[src/rtl/seg_pkg.sv]
package seg_pkg;
  localparam int SEG_N  = 6;
  localparam int SEG_W  = 3;
  localparam int SEL_W  = 16;
  localparam int IDX_W  = 13;
  localparam int ADDR_W = 32;
  localparam int LIM_W  = 20;
  localparam int FLT_W  = 3;

  localparam logic [SEG_W-1:0] SEG_ES = 3'd0;
  localparam logic [SEG_W-1:0] SEG_CS = 3'd1;
  localparam logic [SEG_W-1:0] SEG_SS = 3'd2;
  localparam logic [SEG_W-1:0] SEG_DS = 3'd3;
  localparam logic [SEG_W-1:0] SEG_FS = 3'd4;
  localparam logic [SEG_W-1:0] SEG_GS = 3'd5;

  typedef enum logic [1:0] {
    DT_CODE  = 2'd0,
    DT_DATA  = 2'd1,
    DT_STACK = 2'd2,
    DT_RSVD  = 2'd3
  } dtype_e;

  typedef enum logic [FLT_W-1:0] {
    FLT_NONE  = 3'd0,
    FLT_NP    = 3'd1,
    FLT_PROT  = 3'd2,
    FLT_LIMIT = 3'd3,
    FLT_NULL  = 3'd4
  } fault_e;

  typedef struct packed {
    dtype_e            dtype;
    logic [1:0]        ring;
    logic              present;
    logic              gran;
    logic [ADDR_W-1:0] base;
    logic [LIM_W-1:0]  limit;
  } desc_t;

  localparam int DESC_W = $bits(desc_t);

  typedef struct packed {
    logic              usable;
    logic [1:0]        ring;
    logic [ADDR_W-1:0] base;
    logic [ADDR_W-1:0] eff_lim;
  } cache_t;
endpackage

[src/rtl/seg_desc_table.sv]
module seg_desc_table
  import seg_pkg::*;
#(
  parameter int DEPTH = 8
) (
  input  logic             clk_i,
  input  logic             rst_ni,
  input  logic             we_i,
  input  logic [IDX_W-1:0] widx_i,
  input  desc_t            wdata_i,
  input  logic [IDX_W-1:0] ridx_i,
  output desc_t            rdata_o,
  output logic             rhit_o
);
  localparam int TW = (DEPTH > 1) ? $clog2(DEPTH) : 1;
  localparam logic [IDX_W-1:0] DEPTH_L = IDX_W'(DEPTH);

  desc_t mem [DEPTH];

  for (genvar g = 0; g < DEPTH; g++) begin : g_ent
    desc_t ent_q;
    always_ff @(posedge clk_i or negedge rst_ni) begin
      if (!rst_ni) ent_q <= '0;
      else if (we_i && (widx_i < DEPTH_L) && (widx_i[TW-1:0] == TW'(g))) ent_q <= wdata_i;
    end
    assign mem[g] = ent_q;
  end

  assign rhit_o  = ridx_i < DEPTH_L;
  assign rdata_o = rhit_o ? mem[ridx_i[TW-1:0]] : '0;
endmodule

[src/rtl/seg_cache.sv]
module seg_cache
  import seg_pkg::*;
(
  input  logic                   clk_i,
  input  logic                   rst_ni,
  input  logic                   we_i,
  input  logic [SEG_W-1:0]       wseg_i,
  input  cache_t                 wentry_i,
  output cache_t [SEG_N-1:0]     ent_o
);
  for (genvar g = 0; g < SEG_N; g++) begin : g_reg
    cache_t ent_q;
    always_ff @(posedge clk_i or negedge rst_ni) begin
      if (!rst_ni) ent_q <= '0;
      else if (we_i && wseg_i == SEG_W'(g)) ent_q <= wentry_i;
    end
    assign ent_o[g] = ent_q;
  end
endmodule

[src/rtl/seg_loader.sv]
module seg_loader
  import seg_pkg::*;
(
  input  logic             clk_i,
  input  logic             rst_ni,
  input  logic [1:0]       cpl_i,
  input  logic             ld_valid_i,
  input  logic [SEG_W-1:0] ld_seg_i,
  input  logic [SEL_W-1:0] ld_sel_i,
  input  desc_t            gdt_rd_i,
  input  logic             gdt_hit_i,
  input  desc_t            ldt_rd_i,
  input  logic             ldt_hit_i,
  output logic [IDX_W-1:0] rd_idx_o,
  output logic             busy_o,
  output logic             ld_done_o,
  output logic [FLT_W-1:0] ld_fault_o,
  output logic             wr_en_o,
  output logic [SEG_W-1:0] wr_seg_o,
  output cache_t           wr_entry_o
);
  typedef enum logic [1:0] {ST_IDLE, ST_READ, ST_UPDATE} st_e;

  st_e              state_q;
  logic [SEG_W-1:0] seg_q;
  logic [SEL_W-1:0] sel_q;
  desc_t            desc_q;
  logic             hit_q;

  fault_e     fault_c;
  logic       null_c;
  logic [1:0] rpl_c;
  logic [1:0] eff_pl_c;

  always_ff @(posedge clk_i or negedge rst_ni) begin
    if (!rst_ni) begin
      state_q    <= ST_IDLE;
      seg_q      <= '0;
      sel_q      <= '0;
      desc_q     <= '0;
      hit_q      <= 1'b0;
      ld_done_o  <= 1'b0;
      ld_fault_o <= '0;
    end else begin
      ld_done_o <= 1'b0;
      case (state_q)
        ST_IDLE: if (ld_valid_i) begin
          seg_q   <= ld_seg_i;
          sel_q   <= ld_sel_i;
          state_q <= ST_READ;
        end
        ST_READ: begin
          desc_q  <= sel_q[2] ? ldt_rd_i : gdt_rd_i;
          hit_q   <= sel_q[2] ? ldt_hit_i : gdt_hit_i;
          state_q <= ST_UPDATE;
        end
        ST_UPDATE: begin
          ld_done_o  <= 1'b1;
          ld_fault_o <= fault_c;
          state_q    <= ST_IDLE;
        end
        default: state_q <= ST_IDLE;
      endcase
    end
  end

  assign busy_o   = state_q != ST_IDLE;
  assign rd_idx_o = sel_q[15:3];

  always_comb begin
    rpl_c    = sel_q[1:0];
    eff_pl_c = (cpl_i > rpl_c) ? cpl_i : rpl_c;
    null_c   = !sel_q[2] && (sel_q[15:3] == '0);
    fault_c  = FLT_NONE;
    if (seg_q >= SEG_W'(SEG_N)) begin
      fault_c = FLT_PROT;
    end else if (null_c) begin
      if (seg_q == SEG_CS || seg_q == SEG_SS) fault_c = FLT_PROT;
    end else if (!hit_q) begin
      fault_c = FLT_PROT;
    end else begin
      case (seg_q)
        SEG_CS: if (desc_q.dtype != DT_CODE || desc_q.ring > cpl_i) fault_c = FLT_PROT;
        SEG_SS: if (desc_q.dtype != DT_STACK || rpl_c != cpl_i || desc_q.ring != cpl_i)
                  fault_c = FLT_PROT;
        default: if (!(desc_q.dtype == DT_DATA || desc_q.dtype == DT_STACK) ||
                     eff_pl_c > desc_q.ring) fault_c = FLT_PROT;
      endcase
      if (fault_c == FLT_NONE && !desc_q.present) fault_c = FLT_NP;
    end
  end

  always_comb begin
    wr_entry_o.usable  = !null_c;
    wr_entry_o.ring    = desc_q.ring;
    wr_entry_o.base    = desc_q.base;
    wr_entry_o.eff_lim = desc_q.gran ? {desc_q.limit, 12'hFFF}
                                     : {{(ADDR_W-LIM_W){1'b0}}, desc_q.limit};
  end

  assign wr_en_o  = (state_q == ST_UPDATE) && (fault_c == FLT_NONE);
  assign wr_seg_o = seg_q;

  AST_READ_TO_UPDATE: assert property (@(posedge clk_i) disable iff (!rst_ni)
    (state_q == ST_READ) |=> (state_q == ST_UPDATE));
  AST_UPDATE_DONE: assert property (@(posedge clk_i) disable iff (!rst_ni)
    (state_q == ST_UPDATE) |=> (ld_done_o && !busy_o));
  AST_NP_ONLY_ABSENT: assert property (@(posedge clk_i) disable iff (!rst_ni)
    (ld_done_o && ld_fault_o == FLT_NP) |-> !desc_q.present);
endmodule

[src/rtl/seg_xlate.sv]
module seg_xlate
  import seg_pkg::*;
(
  input  logic                clk_i,
  input  logic                rst_ni,
  input  logic [1:0]          cpl_i,
  input  logic                busy_i,
  input  logic                acc_valid_i,
  input  logic [SEG_W-1:0]    acc_seg_i,
  input  logic [ADDR_W-1:0]   acc_off_i,
  input  cache_t [SEG_N-1:0]  ent_i,
  output logic                res_valid_o,
  output logic [ADDR_W-1:0]   res_lin_o,
  output logic [FLT_W-1:0]    res_fault_o
);
  cache_t            cur_c;
  fault_e            fault_c;
  logic              accept_c;
  logic [ADDR_W-1:0] sum_c;

  assign accept_c = acc_valid_i && !busy_i;

  always_comb begin
    cur_c = '0;
    if (acc_seg_i < SEG_W'(SEG_N)) cur_c = ent_i[acc_seg_i];
    fault_c = FLT_NONE;
    if (acc_seg_i >= SEG_W'(SEG_N))                   fault_c = FLT_PROT;
    else if (!cur_c.usable)                           fault_c = FLT_NULL;
    else if (acc_seg_i != SEG_CS && cpl_i > cur_c.ring) fault_c = FLT_PROT;
    else if (acc_off_i > cur_c.eff_lim)               fault_c = FLT_LIMIT;
    sum_c = cur_c.base + acc_off_i;
  end

  always_ff @(posedge clk_i or negedge rst_ni) begin
    if (!rst_ni) begin
      res_valid_o <= 1'b0;
      res_lin_o   <= '0;
      res_fault_o <= '0;
    end else begin
      res_valid_o <= accept_c;
      if (accept_c) begin
        res_fault_o <= fault_c;
        res_lin_o   <= (fault_c == FLT_NONE) ? sum_c : '0;
      end
    end
  end

  AST_STALL_NO_RESULT: assert property (@(posedge clk_i) disable iff (!rst_ni)
    busy_i |=> !res_valid_o);
  AST_FAULT_ZERO_LIN: assert property (@(posedge clk_i) disable iff (!rst_ni)
    (res_valid_o && res_fault_o != FLT_NONE) |-> (res_lin_o == '0));
  AST_LIMIT_HELD: assert property (@(posedge clk_i) disable iff (!rst_ni)
    (res_valid_o && res_fault_o == FLT_NONE) |-> ($past(acc_off_i) <= $past(cur_c.eff_lim)));
  AST_BAD_SEG_FAULT: assert property (@(posedge clk_i) disable iff (!rst_ni)
    (accept_c && acc_seg_i >= SEG_W'(SEG_N)) |=> (res_valid_o && res_fault_o == FLT_PROT));
endmodule

[src/rtl/seg_xlate_unit.sv]
module seg_xlate_unit
  import seg_pkg::*;
#(
  parameter int GDT_DEPTH = 8,
  parameter int LDT_DEPTH = 8,
  localparam int TBL_MAX  = (GDT_DEPTH > LDT_DEPTH) ? GDT_DEPTH : LDT_DEPTH,
  localparam int TIDX_W   = (TBL_MAX > 1) ? $clog2(TBL_MAX) : 1
) (
  input  logic                clk_i,
  input  logic                rst_ni,
  input  logic [1:0]          cpl_i,
  input  logic                tbl_we_i,
  input  logic                tbl_local_i,
  input  logic [TIDX_W-1:0]   tbl_idx_i,
  input  logic [DESC_W-1:0]   tbl_wdata_i,
  input  logic                ld_valid_i,
  input  logic [SEG_W-1:0]    ld_seg_i,
  input  logic [SEL_W-1:0]    ld_sel_i,
  output logic                busy_o,
  output logic                ld_done_o,
  output logic [FLT_W-1:0]    ld_fault_o,
  input  logic                acc_valid_i,
  input  logic [SEG_W-1:0]    acc_seg_i,
  input  logic [ADDR_W-1:0]   acc_off_i,
  output logic                res_valid_o,
  output logic [ADDR_W-1:0]   res_lin_o,
  output logic [FLT_W-1:0]    res_fault_o
);
  desc_t              tbl_rd [2];
  logic [1:0]         tbl_hit;
  logic [IDX_W-1:0]   rd_idx;
  logic               cwr_en;
  logic [SEG_W-1:0]   cwr_seg;
  cache_t             cwr_entry;
  cache_t [SEG_N-1:0] cache_ent;

  // table 0 = global, table 1 = local
  for (genvar t = 0; t < 2; t++) begin : g_tbl
    seg_desc_table #(
      .DEPTH (t == 0 ? GDT_DEPTH : LDT_DEPTH)
    ) u_tbl (
      .clk_i   (clk_i),
      .rst_ni  (rst_ni),
      .we_i    (tbl_we_i && (tbl_local_i == (t == 1))),
      .widx_i  (IDX_W'(tbl_idx_i)),
      .wdata_i (desc_t'(tbl_wdata_i)),
      .ridx_i  (rd_idx),
      .rdata_o (tbl_rd[t]),
      .rhit_o  (tbl_hit[t])
    );
  end

  seg_loader u_loader (
    .clk_i      (clk_i),
    .rst_ni     (rst_ni),
    .cpl_i      (cpl_i),
    .ld_valid_i (ld_valid_i),
    .ld_seg_i   (ld_seg_i),
    .ld_sel_i   (ld_sel_i),
    .gdt_rd_i   (tbl_rd[0]),
    .gdt_hit_i  (tbl_hit[0]),
    .ldt_rd_i   (tbl_rd[1]),
    .ldt_hit_i  (tbl_hit[1]),
    .rd_idx_o   (rd_idx),
    .busy_o     (busy_o),
    .ld_done_o  (ld_done_o),
    .ld_fault_o (ld_fault_o),
    .wr_en_o    (cwr_en),
    .wr_seg_o   (cwr_seg),
    .wr_entry_o (cwr_entry)
  );

  seg_cache u_cache (
    .clk_i    (clk_i),
    .rst_ni   (rst_ni),
    .we_i     (cwr_en),
    .wseg_i   (cwr_seg),
    .wentry_i (cwr_entry),
    .ent_o    (cache_ent)
  );

  seg_xlate u_xlate (
    .clk_i       (clk_i),
    .rst_ni      (rst_ni),
    .cpl_i       (cpl_i),
    .busy_i      (busy_o),
    .acc_valid_i (acc_valid_i),
    .acc_seg_i   (acc_seg_i),
    .acc_off_i   (acc_off_i),
    .ent_i       (cache_ent),
    .res_valid_o (res_valid_o),
    .res_lin_o   (res_lin_o),
    .res_fault_o (res_fault_o)
  );

  AST_FAULT_KEEPS_REG: assert property (@(posedge clk_i) disable iff (!rst_ni)
    (ld_done_o && ld_fault_o != FLT_NONE) |-> $stable(cache_ent));
endmodule

[config.mk]
export PLATFORM = sky130hd
export DESIGN_NAME = seg_xlate_unit
export DESIGN_NICKNAME = d
export VERILOG_FILES = /design/src/rtl/seg_pkg.sv /design/src/rtl/seg_desc_table.sv /design/src/rtl/seg_cache.sv /design/src/rtl/seg_loader.sv /design/src/rtl/seg_xlate.sv /design/src/rtl/seg_xlate_unit.sv
export SDC_FILE = /design/constraint.sdc
export NUM_CORES = 2
export LEC_CHECK = 0
export ABC_AREA = 1
export BUFFER_PORTS_ARGS = -buffer_cell sky130_fd_sc_hd__buf_2
export CORE_MARGIN = 2
export CORE_UTILIZATION = 60
export CTS_BUF_LIST = sky130_fd_sc_hd__clkbuf_8
export DETAILED_ROUTE_END_ITERATION = 16
export PLACE_DENSITY_LB_ADDON = 0.3
export SYNTH_ARGS = -nofsm -noshare
export SYNTH_HDL_FRONTEND = slang
export SYNTH_SLANG_ARGS = --single-unit
[constraint.sdc]
create_clock -name clk_i -period 3.38 [get_ports clk_i]
set_clock_uncertainty 0.2 [all_clocks]
set_input_delay 0.169 -clock clk_i [delete_from_list [all_inputs] [get_ports clk_i]]
set_output_delay 0.169 -clock clk_i [all_outputs]
set_load 0.02 [all_outputs]
==> metrics.cfg <==
[outcome]
outcome = complete, no violations

[timing]
worst_pin_slew_ns = 1.47
drv_slew = 0
setup_viol = 0
fin_hold_ws_ns = 0.0533
fin_crit_sh_pct = 96.6
rsz0062_at_grt = true
maxSlewHeadroom_pct = 2.04
min_period_ns = 3.27
hold_violations = 0
fmax_mhz = 306

[critical_path]
crit_slowest_cell = dlygate4sd3_1
worstPathCellList = nor2_1, o32ai_1, nand2_1, o41ai_1, buf_4, ha_1, nand2_2, inv_1, nand2_1, nand2_1, a21oi_1, inv_1, nand2_1, nand3_1, nand2_1, dlygate4sd3_1, nand4_1, nand2_1
reg2reg_from = u_cache.ent_o[44]
crit_type = reg -> reg
cp_max_fo = 5
cpPeakStageDelay_ns = 0.56
ff2ff_path_depth = 18
start_kind = flip-flop
path_common_cell = nand2_1
setup.worst_path.start = u_cache.ent_o[44]
critPathArrivalTime_ns = 3.89
required_ns = 4.01
endpoint_kind = flip-flop

[yosys]
yosysTopAreaCell = dfrtp_1
synth.top_cells.by_area = dfrtp_1 54%, o21ai_0 12%, nand2_1 11%
synth_compound_area_share_pct = 19.1
synthFlopType = dfrtp_1
yosysMostFrequentCell = nand2_1
synth.distinct_cells = 43
synth_warnings = 0
netlist_area_mm2 = 0.0667
synth.avg_cell_area_um2 = 8.21
muxShareOfSynthArea_pct = 0.180
synth_seq_cells = 1449
synth_top_family_by_area = compound AO/OA/AOI/OAI gates
synthSimpleGateAreaFrac_pct = 18.6
synth_fa_ha_area_share_pct = 1.42
synth-xor-area-share_pct = 0.223
synth_edf_count = 0
async_flop_share_pct = 100
yosysSeqAreaShare_pct = 54.3
synth_common_cells = 1,930 x nand2_1, 1,617 x o21ai_0, 1,449 x dfrtp_1, 869 x nor2_1, 560 x clkbuf_1
netlist_instances = 8129
syn_nets = 8327
synth_top_cell_area_share_pct = 54.3

[die]
coreArea_mm2 = 0.111
dieArea_mm2 = 0.114
initial_core_util_pct = 60.4
rows = 122
io_pins = 164
die_y_um = 338
chipWidth_um = 338

[placed_design]
portBuffers = 162
gp_congestion = 0.967
dpl-instance-area_mm2 = 0.0703
place_inst = 9426
place_hpwl_um = 122000

[clocking]
tritoncts = built
numCtsBuffers = 228
cts-root-buf = clkbuf_8
clock_path_buffers = 3
htreeDepth = 4
clk_pin_slew_ns = 0.06
worstSkewPairLatency_ns = 0.93
cts.sinks = 1449

[routing]
drtIter0Drc = 6746
drtPass1Iterations = 8
wire_per_inst_um = 20.3
ant_nets = 0
drc = 0
via_per_inst = 6.01
routed_wl_um = 205000
num_vias = 60800

[worst_hold_path]
holdPathStages = 4
hold_path.class = in -> reg
min_from = tbl_wdata_i[13]

[grt]
grt_pass1_vias = 58700
grt_overflow_total = 0
grt_pass1_wl_um = 323000
antenna_found_initial = 12
grt_max_degree = 246
grt_use_total_pct = 36.1

[power]
leakage_nw = 37.2
power_per_cell_area_mw_per_mm2 = 596
switchingPower_w = 0.0152
clkPwrFrac_pct = 32.2
comb_power_share_pct = 22.3
sw_frac_of_total_pct = 32.7
seqPwrFrac_pct = 45.4
p_int_w = 0.0313
ir_drop_mv = 0.531

[layout]
syn_to_final_growth_pct = 16.9
final_layout_size_suffix_gt1_share_pct = 10.0
stdcell_area_mm2 = 0.0780
final_util_pct = 70.6
nets = 8644
fin_cells = 10100

[job]
cap_viol_max_count = 0

## state kept, by name (all words and copies together) (netlist names), 2 cells and up
register and cells:
u_xlate.res_fault_o 3, u_loader.desc_q 24, u_xlate.res_lin_o 32, u_loader.sel_q 16, u_loader.state_q 2, u_loader.wr_seg_o 3, u_loader.wr_entry_o 34, u_cache.ent_o 402
g_tbl.u_tbl.g_ent.ent_q 928, u_loader.ld_fault_o 2
## per-stage QoR
stage | setup TNS, ns | total power [W] | worst slack, ns
floorplan | 0 | 0.0273 | 0.0363
global placement | 0 | 0.0307 | 0.0256
detailed placement | -0.764 | 0.0311 | -0.0620
CTS | 0 | 0.0462 | 0.00571
global route | -2.53 | 0.0488 | -0.0725
finish | 0 | 0.0465 | 0.113
## critical path: cells and delay by family, from the launching register on
family / cells / cell delay (ns)
compound gates: 3 / 0.60
fa+ha+maj: 1 / 0.28
buf+inv: 4 / 0.88
flops: 1 / 0.36
simple gates: 10 / 0.88
## worst paths after layout
check | end | slack [ns]
setup / recovery | u_xlate.res_lin_o[25] | 0.11
hold / removal | g_tbl[1].u_tbl.g_ent[6].ent_q[13] | 0.05
setup reg to reg | u_xlate.res_lin_o[25] | 0.11
hold reg to reg | u_cache.ent_o[133] | 0.26
max in group asynchronous | g_tbl[0].u_tbl.g_ent[4].ent_q[17] | 1.90
min in group asynchronous | u_cache.ent_o[290] | 0.50
## power by group through the flow
stage	clock, W	sequential, W	combinational [W]
2_1_floorplan	0	0.0210	0.00623
6_report	0.0150	0.0211	0.0104
4_1_cts	0.0151	0.0211	0.0101
5_1_grt	0.0159	0.0214	0.0115
3_5_place_dp	0	0.0214	0.00970
3_3_place_gp	0	0.0212	0.00942
## metal layers
| metal | vias up | track usage [%] | wire [µm] |
|---|---|---|---|
| met5 | - | 0 | 41 |
| met4 | 6 | 15.8 | 8710 |
| met3 | 611 | 7.40 | 20600 |
| met2 | 3285 | 56.6 | 94000 |
| met1 | 29200 | 48.9 | 81900 |
| li1 | 27600 | - | - |
## kinds of logic (layout without fill, tap and decap cells)
| logic type | after synthesis | in the layout |
|---|---|---|
| XOR/XNOR | 17 | 17 |
| AND/OR/NAND/NOR | 3167 | 3169 |
| AO/OA/AOI/OAI | 2351 | 2351 |
| multiplexers | 12 | 12 |
| buffers and inverters | 1057 | 1549 |
| adder cells (fa/ha/maj) | 75 | 75 |
| other | 1 | 9 |
| flip-flops | 1449 | 1449 |
## final cells by class
cell class	count	area (µm²)
Antenna cell	8	20.0
Sequential cell	1449	36300
Clock buffer	295	4060
Inverter	424	1610
Fill cell	8563	32500
Timing Repair Buffer	718	6870
Multi-Input combinational cell	5625	26700
Tap cell	1488	1860
Clock inverter	112	589
## cell usage in the layout (no fill, tap or decap), types with 91 or more instances in the layout
master / instances
nand2_1: 1914
o21ai_0: 1605
buf_2: 159
a21oi_1: 395
dlygate4sd3_1: 254
buf_4: 204
clkbuf_8: 295
nor2_1: 854
inv_1: 492
dfrtp_1: 1445
nand3_1: 308
buf_12: 91
## what timing repair did
action	in CTS	in global routing
setup endpoints to repair	0	423
resized for setup	0	54
buffers inserted	0	18
endpoints found under the hold margin	2433	0
hold buffers	255	0
Power figures use the tool's default switching activity.
